`src/rtl/pptune_pkg.sv`:
```
package pptune_pkg;

  localparam int unsigned CLS_W = 3;
  localparam int unsigned WT_W  = 9;

  localparam logic [WT_W-1:0] WT_USER_L1 = 9'd20;
  localparam logic [WT_W-1:0] WT_KERN_L1 = 9'd294;
  localparam logic [WT_W-1:0] WT_L2      = 9'd407;
  localparam logic [WT_W-1:0] WT_L3      = 9'd286;
  localparam logic [WT_W-1:0] WT_OTHER   = 9'd405;

  typedef struct packed {
    logic closeWin;
    logic stepUp;
    logic stepDn;
  } tuneCtl_t;

  function automatic logic classKnown(input logic [CLS_W-1:0] cls);
    return cls <= 3'd4;
  endfunction

  function automatic logic [WT_W-1:0] classWeight(input logic [CLS_W-1:0] cls);
    logic [WT_W-1:0] w;
    case (cls)
      3'd0:    w = WT_USER_L1;
      3'd1:    w = WT_KERN_L1;
      3'd2:    w = WT_L2;
      3'd3:    w = WT_L3;
      3'd4:    w = WT_OTHER;
      default: w = '0;
    endcase
    return w;
  endfunction

endpackage

```
`src/rtl/pptune_datapath.sv`:
```
module pptune_datapath
  import pptune_pkg::*;
#(
  parameter int unsigned NUM_SLOTS  = 64,
  parameter int unsigned WIN_MISSES = 256,
  parameter int unsigned COST_W     = 20,
  parameter int unsigned CNT_W      = 32,
  parameter int unsigned SH_W       = 4,
  parameter int unsigned INIT_POINT = 8,
  localparam int unsigned PT_W      = $clog2(NUM_SLOTS),
  localparam int unsigned WC_W      = $clog2(WIN_MISSES)
)(
  input  logic             clk,
  input  logic             rst_n,
  input  logic             missValid,
  input  logic [CLS_W-1:0] missClass,
  input  logic [PT_W-1:0]  cfgMin,
  input  logic [PT_W-1:0]  cfgMax,
  input  logic [SH_W-1:0]  cfgShift,
  input  tuneCtl_t         ctl,
  output logic             winDone,
  output logic             costUp,
  output logic             costDown,
  output logic             canUp,
  output logic             canDn,
  output logic [PT_W-1:0]  partPoint,
  output logic [CNT_W-1:0] firstLevelCount
);

  localparam logic [COST_W-1:0] COST_MAX = {COST_W{1'b1}};
  localparam logic [CNT_W-1:0]  CNT_MAX  = {CNT_W{1'b1}};
  localparam logic [WC_W-1:0]   WC_LAST  = WC_W'(WIN_MISSES - 1);
  localparam logic [PT_W-1:0]   PT_TOP   = PT_W'(NUM_SLOTS - 1);
  localparam logic [PT_W-1:0]   PT_BOT   = PT_W'(1);

  logic [COST_W-1:0] winCost;
  logic [COST_W-1:0] prevCost;
  logic [COST_W-1:0] curCost;
  logic [COST_W:0]   sumWide;
  logic [COST_W:0]   thrWide;
  logic [WC_W-1:0]   missCnt;
  logic              counted;
  logic              firstLevel;
  logic [PT_W-1:0]   loBound;
  logic [PT_W-1:0]   hiBound;

  assign counted    = missValid && classKnown(missClass);
  assign firstLevel = missValid && (missClass == 3'd0 || missClass == 3'd1);
  assign winDone    = counted && (missCnt == WC_LAST);

  // Saturating add of the class weight into the running window sum.
  assign sumWide = {1'b0, winCost} + (COST_W+1)'(classWeight(missClass));
  assign curCost = sumWide[COST_W] ? COST_MAX : sumWide[COST_W-1:0];

  // Significance threshold and the two comparisons against it.
  assign thrWide  = (COST_W+1)'(prevCost >> cfgShift);
  assign costUp   = {1'b0, curCost} > ({1'b0, prevCost} + thrWide);
  assign costDown = ({1'b0, curCost} + thrWide) < {1'b0, prevCost};

  assign loBound = (cfgMin < PT_BOT) ? PT_BOT : cfgMin;
  assign hiBound = (cfgMax > PT_TOP) ? PT_TOP : cfgMax;
  assign canUp   = partPoint < hiBound;
  assign canDn   = partPoint > loBound;

  always_ff @(posedge clk or negedge rst_n) begin
    if (!rst_n) begin
      winCost <= '0;
      missCnt <= '0;
    end else if (counted) begin
      if (winDone) begin
        winCost <= '0;
        missCnt <= '0;
      end else begin
        winCost <= curCost;
        missCnt <= missCnt + WC_W'(1);
      end
    end
  end

  always_ff @(posedge clk or negedge rst_n) begin
    if (!rst_n) prevCost <= '0;
    else if (ctl.closeWin) prevCost <= curCost;
  end

  always_ff @(posedge clk or negedge rst_n) begin
    if (!rst_n) partPoint <= PT_W'(INIT_POINT);
    else if (ctl.stepUp) partPoint <= partPoint + PT_W'(1);
    else if (ctl.stepDn) partPoint <= partPoint - PT_W'(1);
  end

  always_ff @(posedge clk or negedge rst_n) begin
    if (!rst_n) firstLevelCount <= '0;
    else if (firstLevel && firstLevelCount != CNT_MAX)
      firstLevelCount <= firstLevelCount + CNT_W'(1);
  end

endmodule

```
`src/rtl/pptune_control.sv`:
```
module pptune_control
  import pptune_pkg::*;
(
  input  logic     clk,
  input  logic     rst_n,
  input  logic     winDone,
  input  logic     costUp,
  input  logic     costDown,
  input  logic     canUp,
  input  logic     canDn,
  output tuneCtl_t ctl,
  output logic     updateStrobe
);

  logic havePrev;
  logic dirUp;
  logic nextDir;
  logic wantMove;

  always_comb begin
    nextDir  = dirUp;
    wantMove = 1'b0;
    if (!havePrev) begin
      wantMove = 1'b1;
    end else if (costUp) begin
      nextDir  = !dirUp;
      wantMove = 1'b1;
    end else if (costDown) begin
      wantMove = 1'b1;
    end
  end

  always_comb begin
    ctl.closeWin = winDone;
    ctl.stepUp   = winDone && wantMove && nextDir && canUp;
    ctl.stepDn   = winDone && wantMove && !nextDir && canDn;
  end

  always_ff @(posedge clk or negedge rst_n) begin
    if (!rst_n) begin
      havePrev     <= 1'b0;
      dirUp        <= 1'b1;
      updateStrobe <= 1'b0;
    end else begin
      updateStrobe <= winDone;
      if (winDone) begin
        havePrev <= 1'b1;
        dirUp    <= nextDir;
      end
    end
  end

endmodule

```
`src/rtl/partition_tuner.sv`:
```
module partition_tuner
  import pptune_pkg::*;
#(
  parameter int unsigned NUM_SLOTS  = 64,
  parameter int unsigned WIN_MISSES = 256,
  parameter int unsigned COST_W     = 20,
  parameter int unsigned CNT_W      = 32,
  parameter int unsigned SH_W       = 4,
  parameter int unsigned INIT_POINT = 8,
  localparam int unsigned PT_W      = $clog2(NUM_SLOTS)
)(
  input  logic             clk,
  input  logic             rst_n,
  input  logic             missValid,
  input  logic [2:0]       missClass,
  input  logic [PT_W-1:0]  cfgMin,
  input  logic [PT_W-1:0]  cfgMax,
  input  logic [SH_W-1:0]  cfgShift,
  output logic [PT_W-1:0]  partPoint,
  output logic [PT_W:0]    upperSlots,
  output logic             updateStrobe,
  output logic [CNT_W-1:0] firstLevelCount
);

  tuneCtl_t ctl;
  logic winDone, costUp, costDown, canUp, canDn;

  pptune_datapath #(
    .NUM_SLOTS(NUM_SLOTS), .WIN_MISSES(WIN_MISSES), .COST_W(COST_W),
    .CNT_W(CNT_W), .SH_W(SH_W), .INIT_POINT(INIT_POINT)
  ) u_dp (
    .clk(clk), .rst_n(rst_n), .missValid(missValid), .missClass(missClass),
    .cfgMin(cfgMin), .cfgMax(cfgMax), .cfgShift(cfgShift), .ctl(ctl),
    .winDone(winDone), .costUp(costUp), .costDown(costDown),
    .canUp(canUp), .canDn(canDn), .partPoint(partPoint),
    .firstLevelCount(firstLevelCount)
  );

  pptune_control u_ctl (
    .clk(clk), .rst_n(rst_n), .winDone(winDone), .costUp(costUp),
    .costDown(costDown), .canUp(canUp), .canDn(canDn), .ctl(ctl),
    .updateStrobe(updateStrobe)
  );

  assign upperSlots = (PT_W+1)'(NUM_SLOTS) - {1'b0, partPoint};

endmodule

```
`config.mk`:
```
export PLATFORM = sky130hd
export DESIGN_NAME = partition_tuner
export DESIGN_NICKNAME = d
export VERILOG_FILES = /design/src/rtl/pptune_pkg.sv /design/src/rtl/pptune_datapath.sv /design/src/rtl/pptune_control.sv /design/src/rtl/partition_tuner.sv
export SDC_FILE = /design/constraint.sdc
export NUM_CORES = 1
export LEC_CHECK = 0
export BUFFER_PORTS_ARGS = -buffer_cell sky130_fd_sc_hd__buf_2
export CORE_MARGIN = 5
export CORE_UTILIZATION = 59
export CTS_BUF_LIST = sky130_fd_sc_hd__clkbuf_2 sky130_fd_sc_hd__clkbuf_4 sky130_fd_sc_hd__clkbuf_8
export DETAILED_ROUTE_END_ITERATION = 8
export GPL_TIMING_DRIVEN = 1
export PLACE_DENSITY = 0.86
export SYNTH_ARGS = -nofsm -noshare
export SYNTH_HDL_FRONTEND = slang
export SYNTH_HIERARCHICAL = 1
export SYNTH_SLANG_ARGS = --single-unit
export TNS_END_PERCENT = 50
```
`constraint.sdc`:
```
create_clock -name clk -period 10.55 [get_ports clk]
set_clock_uncertainty 0.05 [all_clocks]
set_input_delay 2.11 -clock clk [delete_from_list [all_inputs] [get_ports clk]]
set_output_delay 2.11 -clock clk [all_outputs]
set_load 0.05 [all_outputs]
```
==> metrics <==
antenna violations before repair 0; relative slew slack between 20% and 30%; aggregate global-route resource usage between 20% and 30%; drt drc 0; xor and xnor area share after synthesis between 10 and 15%; post-synthesis mux area share 6.83%; Clk Latency, worst-skew pair 0.36 ns; number of levels the H-tree was split into 3; final setup margin roughly 0.81 ns; share of async-settable or async-resettable flops after synthesis 100%; num rows 43; number of instances in the placed design 1,186; Max Buffers Root-to-Sink 2; Root Buffer Master sky130_fd_sc_hd__clkbuf_8; Critical Setup Path Class in -> reg; R2R Path Start u_dp/winCost[0]$_DFFE_PN0P_; Post-DRT Antenna Nets 0; total overflow reported by the global router 0; I/O pin cnt 68; data required time at the worst endpoint 10.79 ns; predominant post-synthesis flop cell sky130_fd_sc_hd__dfrtp_1; portion of the clock cycle consumed by the worst path in the final layout 92.4%; WP data arrival between 9 and 10 ns; final std cell area, no fill 9070 um^2; total nets after synthesis 1,092; post-route non-filler standard cell count ~1,200; placed wire-length estimate after detailed placement between 15,000 and 20,000 um; launching instance or port of the critical path missClass[1]; die extent in y 129 um; last weighted congestion value of the routability-driven placer between 0.9 and 1; proportion of power drawn by combinational gates 55.2%; unrepaired setup endpoints after global routing false; count of port buffers added during placement 67; Core Box Area 13,900 um^2; Num CTS Buffers 9; number of library cell types mapped by synthesis 67; Post-CTS Setup Bufs 0; synthesized area per cell 8.69 um^2; switching power total 0.644 mW; total count of max-transition violations in the final report 0; most frequent cell on the critical path sky130_fd_sc_hd__ha_1; effective utilization at floorplan approximately three fifths; post-synthesis adder-cell area fraction 16.5%; setup TNS 0 ns; post-route minimum period about 9.7 ns; post-synthesis share of cell area spent on and, or, nand and nor gates 18.1%; most area-hungry cell type in the Yosys netlist sky130_fd_sc_hd__dfrtp_1; largest family of logic cells by synthesized area simple AND/OR/NAND/NOR gates; area growth from synthesis to final layout 8.36%; number of hold buffers added after CTS 0; top post-synthesis cells by area sky130_fd_sc_hd__dfrtp_1 (26%), sky130_fd_sc_hd__ha_1 (16%), sky130_fd_sc_hd__xnor2_1 (6.7%); Post-Syn Area between 8000 and 9000 um^2; Final Setup Violations 0; floorplan die area 16,700 um^2; worst hold path class reg -> reg; share of the synthesized area in the top cell type between 20% and 30%; Clk network pwr share 16.6%; fraction of the mapped netlist area in compound gates approximately 18%; share of layout cells above drive strength 1 12.2%; internal power of the cells roughly 0.85 mW; Die W ~130 um; Crit path largest cell delay 0.43 ns; CTS tree yes; Inserted Diodes 0; number of DRC markers after the initial detailed-route iteration 555; status finished clean; routed wire length ~20,000 um; clock-pin slew of the registers on the worst-case setup and hold paths 0.08 ns; maximum VDD drop 0.0000959 V; first-pass GRT wire length around 34,000 um; final count of hold timing violations 0; average wire per cell in the routed design 16.6 um; TritonCTS Sinks 89; sequential fraction of design power 28.1%; YS warnings 6; number of nets in the final layout around 1,100; critical path peak fanout 14; power per cell area 164 nW/um^2; routed via count divided by cell count 6.17; via count 7,422; maximum number of pins on one net before global-route repair 75; critical path's slowest cell sky130_fd_sc_hd__fa_1; area post-placement 8840 um^2; maximum clock rate 103 MHz; number of global-route vias before repair slightly above 7,000; sort of element at the end of the critical path flip-flop; synthesized instance count 963; Max-Cap Viols 0; count of fill cells added during filler insertion 1,127; measured slew at the worst slew-check pin 1.15 ns; flops & latches, synth 89; part of the Yosys area used for sequential elements between 20% and 30%; static power due to leakage about 4.6 nW; number of search-and-repair iterations in the first detailed-routing pass 6; number of cells upsized or downsized after cts 0; sw frac 43.2%; startpoint of the most critical hold path u_dp/missCnt[4]$_DFFE_PN0P_; worst slack after detailed placement ~0.48 ns; critical path launch point type primary input; number of enable flip-flop cells after synthesis 0
==> critical path: cells and delay by family <==
| family | cells | cell delay (ns) |
|---|---|---|
| xor gates and xnor gates | 3 | 0.47 |
| and+or+nand+nor | 5 | 1.07 |
| adders and majority gates | 6 | 1.67 |
| muxes | 1 | 0.25 |
| AOI/OAI and AO/OA | 17 | 3.97 |
| buffers and inverters | 3 | 0.40 |
==> synthesized netlist by cell type (3+ instances only) <==
library cell,number
sky130_fd_sc_hd__o31ai_1,12
sky130_fd_sc_hd__mux4_2,13
sky130_fd_sc_hd__nor2b_1,10
sky130_fd_sc_hd__xnor2_1,64
sky130_fd_sc_hd__and4_1,7
sky130_fd_sc_hd__and3_1,9
sky130_fd_sc_hd__mux2i_1,17
sky130_fd_sc_hd__nand2_1,84
sky130_fd_sc_hd__xor2_1,32
sky130_fd_sc_hd__or3_1,3
sky130_fd_sc_hd__mux2_2,6
sky130_fd_sc_hd__o21a_1,12
sky130_fd_sc_hd__a211oi_1,14
sky130_fd_sc_hd__a21o_1,31
sky130_fd_sc_hd__nand4_1,17
sky130_fd_sc_hd__fa_1,3
sky130_fd_sc_hd__or4_1,4
sky130_fd_sc_hd__nand3_1,32
sky130_fd_sc_hd__o21bai_1,5
sky130_fd_sc_hd__nor2_1,82
sky130_fd_sc_hd__a2111oi_0,4
sky130_fd_sc_hd__nand2b_1,10
sky130_fd_sc_hd__o22ai_1,7
sky130_fd_sc_hd__a21oi_1,65
sky130_fd_sc_hd__and2_1,9
sky130_fd_sc_hd__or2_2,6
sky130_fd_sc_hd__o21ai_0,47
sky130_fd_sc_hd__nor3b_1,4
sky130_fd_sc_hd__nor4_1,5
sky130_fd_sc_hd__inv_1,65
sky130_fd_sc_hd__ha_1,104
sky130_fd_sc_hd__nor3_1,19
sky130_fd_sc_hd__clkbuf_1,21
sky130_fd_sc_hd__a31oi_1,7
sky130_fd_sc_hd__dfrtp_1,87
sky130_fd_sc_hd__nand3b_1,4
==> registers in the layout, indices dropped and copies added, names as in the netlist <==
signal and count:
u_dp/missCnt 8, u_ctl/havePrev 1, u_dp/prevCost 20, u_dp/firstLevelCount 32, u_ctl/dirUp 1, u_dp/winCost 20
u_ctl/updateStrobe 1, u_dp/partPoint 6
==> kinds of logic after synthesis <==
group | count (synthesis)
and+or+nand+nor | 311
AOI/OAI and AO/OA | 228
adders and majority gates | 109
buffers and inverters | 92
muxes | 38
xor gates and xnor gates | 96
DFF | 89
==> worst paths after layout <==
check | end | slack, ns | cells past startpoint
max | u_dp/partPoint[5]$_DFFE_PN0P_ | 0.81 | 35
min | u_dp/missCnt[4]$_DFFE_PN0P_ | 0.42 | 1
max reg2reg | u_dp/partPoint[5]$_DFFE_PN0P_ | 2.55 | 32
min reg2reg | u_dp/missCnt[4]$_DFFE_PN0P_ | 0.42 | 1
max in group asynchronous | u_dp/firstLevelCount[20]$_DFFE_PN0P_ | 7.74 | 2
min in group asynchronous | u_dp/missCnt[3]$_DFFE_PN0P_ | 1.54 | 1
==> power groups by stage <==
stage	registers, mW	clock network, mW	logic (mW)
3_5_place_dp	0.424	0	0.802
2_1_floorplan	0.445	0	0.585
4_1_cts	0.418	0.254	0.809
6_report	0.419	0.248	0.823
3_3_place_gp	0.423	0	0.775
5_1_grt	0.425	0.267	0.929
==> cells in the final DEF, fill, tap and decap left out, drive strengths merged, types with 3 or more instances in the layout <==
cell type  count
ha           104
dfrtp         87
nand2         84
nor2          82
buf           70
a21oi         67
inv           66
xnor2         64
o21ai         48
xor2          32
nand3         32
a21o          31
nor3          21
nand4         17
mux2i         17
a211oi        14
mux4          14
clkbuf        13
o31ai         13
o21a          12
nand2b        10
nor2b         10
and2           9
and3           9
o22ai          7
and4           7
a31oi          7
mux2           7
or2            7
nor4           5
o21bai         5
a2111oi        4
or4            4
nor3b          4
nand3b         4
or3            3
fa             3
==> cell type report <==
class	instances	area (um^2)	area share, %
clock buffer	13	173	1.90
clock inverter	3	46.3	0.510
inverter	65	244	2.69
multi-input combinational	782	5790	63.9
sequential	89	2230	24.6
tap	180	225	2.48
timing repair buffer	70	360	3.97
==> stage by stage <==
step | hold slack [ns] | util, % | power [mW]
2_1_floorplan | 0.389 | - | 1.03
3_3_place_gp | 0.413 | 63.7 | 1.20
3_5_place_dp | 0.409 | 63.7 | 1.23
4_1_cts | 0.425 | 65.3 | 1.48
5_1_grt | 0.455 | 65.3 | 1.62
6_report | 0.420 | 65.3 | 1.49
==> routing by layer <==
layer,vias to the layer above,GRT usage [%],share of wire (%)
li1,3583,-,-
met1,3481,33.0,43
met2,288,40.5,46
met3,70,3.05,6.7
met4,0,10.8,4.2
met5,-,0,0
(Power assumes the default switching activity.)
